$ cat config.mk
export PLATFORM = sky130hd
export DESIGN_NAME = txq_prio_sel
export DESIGN_NICKNAME = d
export VERILOG_FILES = /design/src/rtl/txq_sel_pkg.sv /design/src/rtl/txq_flag_bank.sv /design/src/rtl/txq_lowest_pick.sv /design/src/rtl/txq_grant_ctl.sv /design/src/rtl/txq_prio_sel.sv
export SDC_FILE = /design/constraint.sdc
export NUM_CORES = 1
export LEC_CHECK = 0
export ABC_AREA = 1
export BUFFER_PORTS_ARGS = -buffer_cell sky130_fd_sc_hd__buf_2
export CAP_MARGIN = 20
export CORE_UTILIZATION = 47
export DETAILED_ROUTE_END_ITERATION = 10
export GPL_TIMING_DRIVEN = 0
export PLACE_DENSITY = 0.83
export SLEW_MARGIN = 25
export SYNTH_ARGS = -nofsm -noshare
export SYNTH_HDL_FRONTEND = slang
export SYNTH_HIERARCHICAL = 1
export SYNTH_SLANG_ARGS = --single-unit
$ cat constraint.sdc
create_clock -name clk -period 1.3 [get_ports clk]
set_input_delay 0.065 -clock clk [delete_from_list [all_inputs] [get_ports clk]]
set_output_delay 0.065 -clock clk [all_outputs]
set_load 0.02 [all_outputs]
$ cat src/rtl/txq_sel_pkg.sv
package txq_sel_pkg;
  localparam int QCOUNT_DEF = 6;
  localparam int WM_QUEUE_DEF = 2;
  localparam int HTO_QUEUE_DEF = 5;

  typedef enum logic [0:0] {
    SEL_IDLE = 1'b0,
    SEL_BUSY = 1'b1
  } sel_state_e;
endpackage

$ cat src/rtl/txq_flag_bank.sv
module txq_flag_bank #(
  parameter int QCOUNT = 6,
  parameter logic [QCOUNT-1:0] STATIC_MASK = '0
) (
  input  logic              clk,
  input  logic              rst_n,
  input  logic [QCOUNT-1:0] post,
  input  logic [QCOUNT-1:0] trig,
  input  logic [QCOUNT-1:0] clr,
  output logic [QCOUNT-1:0] pend,
  output logic [QCOUNT-1:0] loaded
);
  for (genvar q = 0; q < QCOUNT; q++) begin : g_q
    logic set_q;

    if (STATIC_MASK[q]) begin : g_static
      logic load_r;
      always_ff @(posedge clk) begin
        if (!rst_n) load_r <= 1'b0;
        else if (post[q]) load_r <= 1'b1;
      end
      assign loaded[q] = load_r;
      assign set_q = post[q] | (trig[q] & load_r);
    end else begin : g_plain
      assign loaded[q] = 1'b0;
      assign set_q = post[q];
    end

    always_ff @(posedge clk) begin
      if (!rst_n) pend[q] <= 1'b0;
      else pend[q] <= set_q | (pend[q] & ~clr[q]);
    end
  end
endmodule

$ cat src/rtl/txq_lowest_pick.sv
module txq_lowest_pick #(
  parameter int QCOUNT = 6
) (
  input  logic [QCOUNT-1:0] req,
  output logic [QCOUNT-1:0] pick,
  output logic              any
);
  always_comb begin
    pick = '0;
    for (int q = QCOUNT - 1; q >= 0; q--) begin
      if (req[q]) pick = QCOUNT'(1) << q;
    end
    any = |req;
  end
endmodule

$ cat src/rtl/txq_grant_ctl.sv
module txq_grant_ctl
  import txq_sel_pkg::*;
#(
  parameter int QCOUNT = 6
) (
  input  logic              clk,
  input  logic              rst_n,
  input  logic              ready,
  input  logic              any_req,
  input  logic [QCOUNT-1:0] pick,
  input  logic              done,
  output logic [QCOUNT-1:0] grant,
  output logic              busy
);
  sel_state_e st_q;

  always_ff @(posedge clk) begin
    if (!rst_n) begin
      st_q  <= SEL_IDLE;
      grant <= '0;
    end else begin
      case (st_q)
        SEL_IDLE: if (ready && any_req) begin
          st_q  <= SEL_BUSY;
          grant <= pick;
        end
        SEL_BUSY: if (done) begin
          st_q  <= SEL_IDLE;
          grant <= '0;
        end
        default: st_q <= SEL_IDLE;
      endcase
    end
  end

  assign busy = (st_q == SEL_BUSY);
endmodule

$ cat src/rtl/txq_prio_sel.sv
module txq_prio_sel
  import txq_sel_pkg::*;
#(
  parameter int QCOUNT = QCOUNT_DEF,
  parameter int WM_QUEUE = WM_QUEUE_DEF,
  parameter int HTO_QUEUE = HTO_QUEUE_DEF
) (
  input  logic              clk,
  input  logic              rst_n,
  input  logic [QCOUNT-1:0] post_i,
  input  logic              wm_trig_i,
  input  logic              hto_trig_i,
  input  logic              tx_idle_i,
  input  logic              done_i,
  output logic [QCOUNT-1:0] grant_o,
  output logic              grant_vld_o,
  output logic [QCOUNT-1:0] pend_o
);
  localparam logic [QCOUNT-1:0] STATIC_MASK =
    (QCOUNT'(1) << WM_QUEUE) | (QCOUNT'(1) << HTO_QUEUE);

  logic [QCOUNT-1:0] trig_v, clr_v, pick_v, loaded_v;
  logic any_v, busy_v;

  for (genvar q = 0; q < QCOUNT; q++) begin : g_trig
    if (q == WM_QUEUE) begin : g_wm
      assign trig_v[q] = wm_trig_i;
    end else if (q == HTO_QUEUE) begin : g_hto
      assign trig_v[q] = hto_trig_i;
    end else begin : g_none
      assign trig_v[q] = 1'b0;
    end
  end

  assign clr_v = (busy_v && done_i) ? grant_o : '0;

  txq_flag_bank #(.QCOUNT(QCOUNT), .STATIC_MASK(STATIC_MASK)) u_flags (
    .clk(clk), .rst_n(rst_n), .post(post_i), .trig(trig_v), .clr(clr_v),
    .pend(pend_o), .loaded(loaded_v)
  );

  txq_lowest_pick #(.QCOUNT(QCOUNT)) u_pick (
    .req(pend_o), .pick(pick_v), .any(any_v)
  );

  txq_grant_ctl #(.QCOUNT(QCOUNT)) u_gnt (
    .clk(clk), .rst_n(rst_n), .ready(tx_idle_i), .any_req(any_v),
    .pick(pick_v), .done(done_i), .grant(grant_o), .busy(busy_v)
  );

  assign grant_vld_o = busy_v;
endmodule

==> run metrics <==
Tot Pwr 966 uW; drt wl/cell 10.0 um; Clock Latency Late Sink 0.28 ns; min-delay src post_i[5]; Setup-failing EPs final 0; Critical Path RT 1.52 ns; P_int 679 uW; Max VDD drop 758 uV; fillers 117; total CTS buffers 3; Setup crit start kind register; footprint of the multi-input gates 317 um^2; Die Wd 40.3 um; max cap viols 0; CTS tree built; drt first pass iters 5; PnR worst setup slack 0.133 ns; clk_skew 0.00466 ns; crit-path max FO 7; share of cells above drive strength 1 0.271; crit end category register; pre-CTS WS 0.0388 ns; full die area 1630 um^2; status finished clean; Min-Delay Path Class input port to register; vias per cell 4.87; Arr. time, crit path 1.38 ns; vias in the first global route 600; worst r2r src u_flags/pend[0]; Slew Viols, Final 0; WS Path Type register to register; H-tree depth 1; Final period util 0.898; clock root cell clkbuf_4; clk slew on worst S/H paths 0.09 ns; Slew @ Worst Pin 0.279 ns; Mapped Cells 100; Core ar. 1330 um^2; Ports 25; clock tree buffer depth 2; global-route wire length before repair 2460 um; Die Ht 40.3 um; FMAX 857 MHz; Worst Hold Depth 3; switching share of power 0.297; post-DP HPWL 1050 um; setup_tns 0 ns; synthesized cell area 691 um^2; Global Route Usage Sum 0.236; CP startpoint u_flags/pend[0]; area grow syn2layout 33.0%; site row count 13; RSZ-0062 raised after global routing no; nets 146; Net Count, Synth 112; PortBufs 24; Starting Density 0.518; Synth Warn # 6; Routed Antenna Nets 0; Final Hold Vio Count 0; Pwr Density 1050 nW/um^2; ANT cells 0; R2R depth 5; largest net degree at the start of global routing 9; Seq. cell area 300 um^2; clock power share 0.279; final worst path period need 1.17 ns; initial antenna violation count 0; DRC viols 0; sequential power share 0.528; RD Place Congestion 0.805; grt ovf 0; Sink Count 15; combinational fraction of design power 0.193; Slew headroom 0.813; First DRT Iteration DRCs 18; syn avg cell area 6.91 um^2; routed vias 721; leakage 0.422 nW; routed wire length 1480 um; P_sw 287 uW
[through the flow]
stage,hold WS (ns),cell area [um^2],instances,util
3_3_place_gp,0.270,830,139,0.622
6_report,0.00461,918,148,0.689
2_1_floorplan,0.181,691,100,-
3_5_place_dp,0.279,830,139,0.622
5_1_grt,0.0279,918,148,0.689
4_1_cts,0.00956,906,148,0.679
[power groups by stage]
stage | clock network [mW] | registers [mW] | logic (mW)
finish | 0.269 | 0.510 | 0.186
CTS | 0.271 | 0.510 | 0.180
floorplan | 0 | 0.545 | 0.0829
detailed placement | 0 | 0.521 | 0.168
global placement | 0 | 0.519 | 0.164
global route | 0.307 | 0.515 | 0.209
[repair_timing]
item / in CTS / in global routing
hold endpoints to repair: 5 / 0
hold buffers: 5 / 0
setup buffers: 0 / 0
setup endpoints to repair: 0 / 7
resized for setup: 0 / 2
[worst max-delay path: stages, from the launching register on]
cell     delay [ns]
dfxtp_1        0.36
nor2_2         0.22
nand3_4        0.15
nand3_4        0.15
nand3_1        0.09
a21oi_1        0.13
[placed cells by master (no fill, tap or decap)]
| cell | instances |
|---|---|
| nor2_1 | 25 |
| dlygate4sd3_1 | 5 |
| nand2_2 | 1 |
| clkbuf_1 | 1 |
| clkbuf_4 | 3 |
| inv_2 | 1 |
| a21oi_1 | 10 |
| nand3_4 | 2 |
| buf_2 | 24 |
| a21oi_2 | 1 |
| inv_1 | 20 |
| nor2_2 | 3 |
| nand2_1 | 8 |
| buf_4 | 1 |
| nand3_1 | 6 |
| nand4_1 | 6 |
| or2_1 | 1 |
| dfxtp_1 | 15 |
[cell type report]
cell class / instances / area share
buffer: 1 / 0.00817
clock buffer: 4 / 0.0286
inverter: 21 / 0.0858
multi-input combinational: 63 / 0.345
sequential: 15 / 0.327
tap: 15 / 0.0204
timing repair buffer: 29 / 0.185
[flip-flops by register name, indices dropped and copies added, names as in the netlist]
register,cells
u_gnt/grant,6
u_flags/g_q.g_static.load_r,2
u_gnt/busy,1
u_flags/pend,6
[worst paths after layout]
path	slack, ns	to
max	0.13	u_gnt/grant[1]
min	0.005	u_flags/g_q[5].g_static.load_r
max reg2reg	0.13	u_gnt/grant[1]
min reg2reg	0.48	u_flags/g_q[2].g_static.load_r
[routing by layer]
metal | part of all wire | global-route usage
met5 | 0 | 0
met2 | 0.47 | 0.353
met3 | 0.070 | 0.0833
met1 | 0.45 | 0.286
met4 | 0.018 | 0.142
Power figures use the tool's default switching activity.
